**src/rtl/absacc_pkg.sv**
```systemverilog
package absacc_pkg;
  localparam int VEC_W  = 128;
  localparam int HALF_W = VEC_W / 2;
  localparam int IDX_W  = 5;
  localparam int SZ_W   = 2;

  typedef struct packed {
    logic          load;
    logic          passThru;
    logic          wide;
    logic [SZ_W-1:0] sizeSel;
  } absacc_ctrl_t;
endpackage

```
**src/rtl/absacc_ctrl.sv**
```systemverilog
module absacc_ctrl
  import absacc_pkg::*;
#(
  parameter int IDX_BITS = IDX_W
) (
  input  logic                clk,
  input  logic                rst,
  input  logic                validIn,
  input  logic [SZ_W-1:0]     sizeCode,
  input  logic                wideMode,
  input  logic [IDX_BITS-1:0] dstIdx,
  input  logic [IDX_BITS-1:0] srcAIdx,
  input  logic [IDX_BITS-1:0] srcBIdx,
  output absacc_ctrl_t        strobe,
  output logic                validOut,
  output logic                undefOut
);
  logic badSize;
  logic badAlign;
  logic illegal;

  always_comb begin
    badSize  = (sizeCode == 2'b11);
    badAlign = wideMode && (dstIdx[0] || srcAIdx[0] || srcBIdx[0]);
    illegal  = badSize || badAlign;
    strobe.load     = validIn;
    strobe.passThru = illegal;
    strobe.wide     = wideMode;
    strobe.sizeSel  = sizeCode;
  end

  always_ff @(posedge clk) begin
    if (rst) begin
      validOut <= 1'b0;
      undefOut <= 1'b0;
    end else begin
      validOut <= validIn;
      if (validIn) undefOut <= illegal;
    end
  end


  valid_follow_chk: assert property (@(posedge clk) disable iff (rst)
    validIn |=> validOut);

  valid_idle_chk: assert property (@(posedge clk) disable iff (rst)
    !validIn |=> !validOut);

  bad_size_chk: assert property (@(posedge clk) disable iff (rst)
    (validIn && sizeCode == 2'b11) |=> undefOut);

  bad_align_chk: assert property (@(posedge clk) disable iff (rst)
    (validIn && wideMode && (dstIdx[0] || srcAIdx[0] || srcBIdx[0])) |=> undefOut);

  undef_hold_chk: assert property (@(posedge clk) disable iff (rst)
    !validIn |=> $stable(undefOut));
endmodule

```
**src/rtl/absacc_dp.sv**
```systemverilog
module absacc_dp
  import absacc_pkg::*;
#(
  parameter int DATA_W = VEC_W
) (
  input  logic              clk,
  input  logic              rst,
  input  absacc_ctrl_t      strobe,
  input  logic              unsSel,
  input  logic [DATA_W-1:0] srcA,
  input  logic [DATA_W-1:0] srcB,
  input  logic [DATA_W-1:0] accIn,
  output logic [DATA_W-1:0] accOut
);
  localparam int LOW_W  = DATA_W / 2;
  localparam int N_SIZE = 3;

  for (genvar g = 0; g < N_SIZE; g++) begin : gW
    localparam int W  = 8 << g;
    localparam int LN = DATA_W / W;
    logic [DATA_W-1:0] widthSum;
    for (genvar l = 0; l < LN; l++) begin : gL
      logic [W:0]   aX, bX, dX, negD;
      logic [W-1:0] mag;
      always_comb begin
        aX   = {~unsSel & srcA[l*W+W-1], srcA[l*W +: W]};
        bX   = {~unsSel & srcB[l*W+W-1], srcB[l*W +: W]};
        dX   = aX - bX;
        negD = (~dX) + 1'b1;
        mag  = dX[W] ? negD[W-1:0] : dX[W-1:0];
      end
      assign widthSum[l*W +: W] = accIn[l*W +: W] + mag;
    end
  end

  logic [DATA_W-1:0] sumSel;
  logic [DATA_W-1:0] nextVal;

  always_comb begin
    case (strobe.sizeSel)
      2'd0:    sumSel = gW[0].widthSum;
      2'd1:    sumSel = gW[1].widthSum;
      2'd2:    sumSel = gW[2].widthSum;
      default: sumSel = accIn;
    endcase
    nextVal = strobe.passThru ? accIn : sumSel;
    if (!strobe.wide) nextVal[DATA_W-1:LOW_W] = '0;
  end

  always_ff @(posedge clk) begin
    if (rst) accOut <= '0;
    else if (strobe.load) accOut <= nextVal;
  end


  acc_hold_chk: assert property (@(posedge clk) disable iff (rst)
    !strobe.load |=> $stable(accOut));

  narrow_upper_chk: assert property (@(posedge clk) disable iff (rst)
    (strobe.load && !strobe.wide) |=> (accOut[DATA_W-1:LOW_W] == '0));

  pass_thru_chk: assert property (@(posedge clk) disable iff (rst)
    (strobe.load && strobe.passThru && strobe.wide) |=> (accOut == $past(accIn)));
endmodule

```
**src/rtl/absdiff_acc_unit.sv**
```systemverilog
module absdiff_acc_unit
  import absacc_pkg::*;
(
  input  logic               clk,
  input  logic               rst,
  input  logic               validIn,
  input  logic [1:0]         sizeCode,
  input  logic               isUnsigned,
  input  logic               wideMode,
  input  logic [4:0]         dstIdx,
  input  logic [4:0]         srcAIdx,
  input  logic [4:0]         srcBIdx,
  input  logic [127:0]       srcA,
  input  logic [127:0]       srcB,
  input  logic [127:0]       accIn,
  output logic               validOut,
  output logic               undefOut,
  output logic [127:0]       accOut
);
  absacc_ctrl_t strobe;

  absacc_ctrl #(.IDX_BITS(IDX_W)) i_ctrl (
    .clk(clk), .rst(rst), .validIn(validIn), .sizeCode(sizeCode),
    .wideMode(wideMode), .dstIdx(dstIdx), .srcAIdx(srcAIdx), .srcBIdx(srcBIdx),
    .strobe(strobe), .validOut(validOut), .undefOut(undefOut)
  );

  absacc_dp #(.DATA_W(VEC_W)) i_dp (
    .clk(clk), .rst(rst), .strobe(strobe), .unsSel(isUnsigned),
    .srcA(srcA), .srcB(srcB), .accIn(accIn), .accOut(accOut)
  );
endmodule

```
**config.mk**
```make
export PLATFORM = sky130hd
export DESIGN_NAME = absdiff_acc_unit
export DESIGN_NICKNAME = d
export VERILOG_FILES = /design/src/rtl/absacc_pkg.sv /design/src/rtl/absacc_ctrl.sv /design/src/rtl/absacc_dp.sv /design/src/rtl/absdiff_acc_unit.sv
export SDC_FILE = /design/constraint.sdc
export NUM_CORES = 2
export LEC_CHECK = 0
export BUFFER_PORTS_ARGS = -buffer_cell sky130_fd_sc_hd__buf_2
export CAP_MARGIN = 20
export CORE_MARGIN = 2
export CORE_UTILIZATION = 50
export DETAILED_ROUTE_END_ITERATION = 7
export PLACE_DENSITY = 0.71
export SYNTH_ARGS = -nofsm -noshare
export SYNTH_HDL_FRONTEND = slang
export SYNTH_SLANG_ARGS = --single-unit
export TNS_END_PERCENT = 20
```
**constraint.sdc**
```tcl
create_clock -name clk -period 9.05 [get_ports clk]
set_clock_uncertainty 0.2 [all_clocks]
set_input_delay 1.81 -clock clk [delete_from_list [all_inputs] [get_ports clk]]
set_output_delay 1.81 -clock clk [all_outputs]
set_load 0.01 [all_outputs]
```
**Word-level counts from Yosys, hierarchy flattened**

Index checks and enable logic that the tools add are counted.

- Bits in registers: 130
- Input bits: 406
- Output and inout port bits: 130
- Logic and storage cells: 187

- Add/sub/neg operators: 84
- Eq/ne operators: 3
- Muxes and demuxes: 31
- Bitwise operators: 61
- Reductions and logical operators: 5

Operators by type and width:

| operator | count |
|---|---|
| case mux 128 bit (3 select lines) | 1 |
| subtractor 9 bit | 16 |
| subtractor 17 bit | 8 |
| subtractor 33 bit | 4 |
| adder 16 x 1 -> 16 bit (second input constant) | 8 |
| adder 16 bit | 8 |
| adder 32 x 1 -> 32 bit (second input constant) | 4 |
| adder 32 bit | 4 |
| adder 8 x 1 -> 8 bit (second input constant) | 16 |
| adder 8 bit | 16 |
| 2-to-1 mux 128 bit | 1 |
| 2-to-1 mux 16 bit | 8 |
| 2-to-1 mux 32 bit | 4 |
| 2-to-1 mux 8 bit | 16 |
| inverter 16 bit | 8 |
| inverter 32 bit | 4 |
| inverter 8 bit | 16 |
| 2-to-1 mux 64 bit | 1 |
| AND 1 bit | 32 |
| == test 2 bit (second input constant) | 2 |
| logical OR 1 bit | 3 |
| == test 2 x 1 -> 1 bit (second input constant) | 1 |
| zero test 2 bit | 1 |
| logical AND 1 bit | 1 |
| inverter 1 bit | 1 |

**Logic depth before layout (Yosys ltp)**

- Depth in word-level cells: 10
- Mapped depth: 31
- Gate-level depth less buffers: 29

**Cells and area by module**

Synthesis repeated with hierarchy kept, for this count alone.

- Cell total of the unflattened synthesis: 5693
- Area total of the unflattened synthesis: 39810.7 µm²

By module, submodules not included:

| module | times used | cells each | area each (µm²) |
|---|---|---|---|
| absacc_dp | 1 | 5680 | 39694.3 |
| absacc_ctrl | 1 | 13 | 116.4 |

**Worst setup path before layout**

Ideal clock, no wire load.

- Kind: input to register
- Start point: input port srcA[64]
- End point: register i_dp.accOut[95]
- Library setup time: 0.062 ns
- Arrival: 8.176 ns
- Required time: 8.788 ns
- Slack: 0.612 ns
- Stages on the path: 30
- Path through: inv_1 > ha_1 > fa_1 > nor2b_1 > o211ai_1 > a21oi_1 > o2111ai_1 > and3_1 > or2_2 > o21ai_0 > a21oi_1 > o21a_1 > xnor2_1 > clkbuf_1 > buf_1 > nor2_1 > a21oi_1 > ha_1 > a21o_1 > a21o_1 > a2111oi_0 > nor4_1 > nor3_1 > a31oi_1 > a221o_1 > a21oi_1 > o31a_1 > xnor2_1 > or4_1 > nand3_1

- Longest elaborated chain between the ends: 8

Ends and longest elaborated chain:

| element | line | RTL |
|---|---|---|
| from (decl) | absdiff_acc_unit.sv:13 | `input logic [127:0] srcA,` |
| subtractor 33 bit * | absacc_dp.sv:28 | `dX = aX - bX;` |
| inverter 32 bit | absacc_dp.sv:29 | `negD = (~dX) + 1'b1;` |
| adder 32 x 1 -> 32 bit | absacc_dp.sv:29 |  |
| 2-to-1 mux 32 bit * | absacc_dp.sv:30 | `mag = dX[W] ? negD[W-1:0] : dX[W-1:0];` |
| adder 32 bit * | absacc_dp.sv:32 | `assign widthSum[l*W +: W] = accIn[l*W +: W] + mag;` |
| case mux 128 bit (3 select lines) * | absacc_dp.sv:40 | `case (strobe.sizeSel)` |
| 2-to-1 mux 128 bit * | absacc_dp.sv:46 | `nextVal = strobe.passThru ? accIn : sumSel;` |
| 2-to-1 mux 64 bit * | absacc_dp.sv:47 | `if (!strobe.wide) nextVal[DATA_W-1:LOW_W] = '0;` |
| to (signal assigned) | absacc_dp.sv:52 | `else if (strobe.load) accOut <= nextVal;` |
| to (decl) | absacc_dp.sv:13 | `output logic [DATA_W-1:0] accOut` |

Mark *: on every way between the ends. The rest lies on a longest branch, timed or not.
A chain may end at the register's enable or synchronous reset.

**Final worst setup path**

- Start point: input port srcA[64]
- End point: register i_dp.accOut[94]

Same word-level chain as after synthesis.

==> results.sh <==
export IMPL_cp_num_cells=30
export IMPL_antenna_found_initial=13
export IMPL_fin_area_um2=44300
export IMPL_routedWlPerCell_um=20.2
export IMPL_grt_max_degree=70
export IMPL_finalNonFillerCells=7169
export IMPL_ios=536
export IMPL_gp_congestion=0.958
export IMPL_ys_seq_area_frac=0.0653
export IMPL_crit_family="compound AO/OA/AOI/OAI gates"
export IMPL_grtUsageTotal=0.339
export IMPL_power_density_nw_per_um2=210
export IMPL_die_y_um=286
export IMPL_r2r_cells=4
export IMPL_max_stage_delay_ns=0.48
export IMPL_final_core_util=0.560
export IMPL_worstPathRequired_ns=9.29
export IMPL_io_buffers=523
export IMPL_wl_met1_um=63700
export IMPL_hold_viol_final=0
export IMPL_cts_resized=0
export IMPL_slew_violations=0
export IMPL_crit_start="srcA[64]"
export IMPL_final_common_cell="a21oi_1"
export IMPL_power_frac_clock=0.090
export IMPL_htreeDepth=4
export IMPL_final_nets=7054
export IMPL_ys_ff_latch=130
export IMPL_setup_viol=0
export IMPL_rows=103
export IMPL_viasPerCell=6.11
export IMPL_drtIter0Drc=3334
export IMPL_drtPass1Iterations=5
export IMPL_worstHoldPathType="flop to flop"
export IMPL_timing_fmax_mhz=117
export IMPL_vias=43800
export IMPL_cap_violations=0
export IMPL_grt_pass1_wl_um=223000
export IMPL_cts_tree="built"
export IMPL_final_fill_count=7962
export IMPL_power_leakage_uw=0.0202
export IMPL_fin_ws_ns=0.474
export IMPL_finalCriticalPeriod_ns=8.58
export IMPL_totalWireLength_um=145000
export IMPL_start_kind="input pin"
export IMPL_syn_avg_cell_area_um2=6.98
export IMPL_root_buffer="clkbuf_16"
export IMPL_start_util=0.505
export IMPL_path_max_fanout=10
export IMPL_final_cell_mix="a21oi_1 (579), xnor2_1 (553), nor2_1 (539)"
export IMPL_grt_pass1_vias=40500
export IMPL_drtAntennaViolNets=0
export IMPL_slew_headroom=0.296
export IMPL_internal_power_uw=4440
export IMPL_crit_type="input pin to flop"
export IMPL_crit_path_end_kind="flop"
export IMPL_post_route_period_util=0.948
export IMPL_synthFlopType="dfxtp_1"
export IMPL_dr_max_layer_used="met5"
export IMPL_clk_pin_slew_ns=0.07
export IMPL_placedInstanceArea_um2=43600
export IMPL_rsz0062_at_grt="no"
export IMPL_core_area_um2=79000
export IMPL_cts_setup_buffers=0
export IMPL_ys_types=102
export IMPL_ys_warn_count=0
export IMPL_clock_sinks=130
export IMPL_dieWidth_um=286
export IMPL_setup_worst_path_end="i_dp.accOut[94]$_SDFFE_PP0P_"
export IMPL_die_area_um2=82000
export IMPL_status="finished clean"
export IMPL_path_buf_inv=4
export IMPL_drive_gt1_frac=0.119
export IMPL_syn_inst=5712
export IMPL_dp_cells=7132
export IMPL_syn_area_um2=39900
export IMPL_reg2reg_slack_ns=7.58
export IMPL_switchingPower_uw=4870
export IMPL_r2r_end="i_dp.accOut[30]$_SDFFE_PP0P_"
export IMPL_r2r_start="i_dp.accOut[30]$_SDFFE_PP0P_"
export IMPL_drc=0
export IMPL_synth_net_count=6665
export IMPL_cp_common_cell="o21ai_0"
export IMPL_cts_hold_buf=0
export IMPL_p_seq_frac=0.073
export IMPL_p_comb_frac=0.836
export IMPL_hpwl_um=116000
export IMPL_cts_max_path_buffers=2
export IMPL_worst_pin_slew_ns=1.04
export IMPL_cp_arrival_ns=8.82
export IMPL_place_ws_ns=0.206
export IMPL_syn_to_final_growth_pct=11.0
export IMPL_ir_worst_vdd_uv=168
export IMPL_synth_edf_count=0
export IMPL_grt_overflow_total=0
export IMPL_met3WireLength_um=11400
export IMPL_setup_tns_ns=0
export IMPL_async_reset_ff_frac=0
export IMPL_routed_wl_met2_um=64400
export IMPL_slowest_stage="a211oi_1"
export IMPL_clk_latency_ns=0.51
export IMPL_cts_buffers=17
export IMPL_switching_share=0.523
[synthesized netlist by cell type (22+ instances only)]
| master | n | area (µm²) |
|---|---|---|
| nand3_1 | 89 | 445 |
| a21oi_1 | 580 | 2900 |
| nor3_1 | 117 | 586 |
| mux2_2 | 22 | 248 |
| and2_1 | 42 | 263 |
| a221oi_1 | 29 | 254 |
| dfxtp_1 | 130 | 2600 |
| a21o_1 | 203 | 1520 |
| nor2_1 | 545 | 2050 |
| inv_1 | 385 | 1450 |
| a211oi_1 | 40 | 300 |
| xnor2_1 | 554 | 4850 |
| fa_1 | 44 | 881 |
| nand2_1 | 439 | 1650 |
| xor2_1 | 288 | 2520 |
| o21bai_1 | 76 | 571 |
| clkbuf_1 | 201 | 754 |
| o211ai_1 | 83 | 623 |
| nor2b_1 | 77 | 482 |
| nand2b_1 | 84 | 526 |
| a21boi_0 | 23 | 173 |
| or3_1 | 44 | 275 |
| ha_1 | 503 | 6290 |
| nor4_1 | 25 | 156 |
| o31ai_1 | 35 | 263 |
| and3_1 | 45 | 282 |
| a31oi_1 | 64 | 400 |
| o21ai_0 | 384 | 1920 |
| o21a_1 | 66 | 495 |
| o221ai_1 | 68 | 596 |
| o22ai_1 | 23 | 144 |
| nand4_1 | 38 | 238 |
[cells by family after synthesis]
family	Yosys count	share of synthesized area
flip-flops	130	0.0653
AND/OR/NAND/NOR	1653	0.196
XOR/XNOR	844	0.186
buffers and inverters	615	0.0581
adder cells (fa/ha/maj)	547	0.180
multiplexers	43	0.0115
AO/OA/AOI/OAI	1880	0.304
[metrics by stage]
stage	power (µW)	hold WS (ns)
after floorplan	6600	0.263
after global placement	8180	0.224
after detailed placement	8280	0.233
after CTS	9190	0.243
after global routing	10100	0.282
final	9310	0.238
[metal layers]
metal / up-vias / track usage
met3: 265 / 0.0503
met4: 10 / 0.126
met5: - / 0
met1: 20500 / 0.455
li1: 21200 / -
met2: 1815 / 0.548
[power groups by stage]
stage | Clock (µW) | Combinational, µW | Sequential (µW)
after floorplan | 0 | 5910 | 695
after global placement | 0 | 7490 | 693
after detailed placement | 0 | 7590 | 693
after CTS | 853 | 7650 | 681
after global routing | 867 | 8600 | 685
final | 840 | 7790 | 684
[worst min-delay path, delay by kind of cell, from the launching register on]
kind	cells	cell delay, ns
flip-flops	1	0.31
AND/OR/NAND/NOR	2	0.09
[how the worst min path moves through the flow]
stage	start	to	slack (ns)	depth (start not counted)
6_report	i_dp.accOut[90]$_SDFFE_PP0P_	i_dp.accOut[90]$_SDFFE_PP0P_	0.24	2
5_1_grt	i_dp.accOut[80]$_SDFFE_PP0P_	i_dp.accOut[80]$_SDFFE_PP0P_	0.28	2
4_1_cts	i_dp.accOut[90]$_SDFFE_PP0P_	i_dp.accOut[90]$_SDFFE_PP0P_	0.24	2
3_5_place_dp	i_dp.accOut[90]$_SDFFE_PP0P_	i_dp.accOut[90]$_SDFFE_PP0P_	0.23	2
3_3_place_gp	i_dp.accOut[90]$_SDFFE_PP0P_	i_dp.accOut[90]$_SDFFE_PP0P_	0.22	2
2_1_floorplan	i_dp.accOut[90]$_SDFFE_PP0P_	i_dp.accOut[90]$_SDFFE_PP0P_	0.26	2
[cell type report]
cell class                 count  area, µm²  share of cell area
tap                         1050       1310              0.0297
multi-input combinational   4967      35000               0.791
sequential                   130       2600              0.0588
clock inverter                11        178             0.00402
clock buffer                  21        460              0.0104
inverter                     388       1460              0.0329
timing repair buffer         597       3200              0.0724
antenna                        5       12.5            0.000283
[registers in the layout, indices dropped and copies added, names as in the netlist]
name and flops:
i_ctrl.undefOut 1, i_ctrl.validOut 1, i_dp.accOut 128
Note: power is estimated with default switching activity, not from simulation.
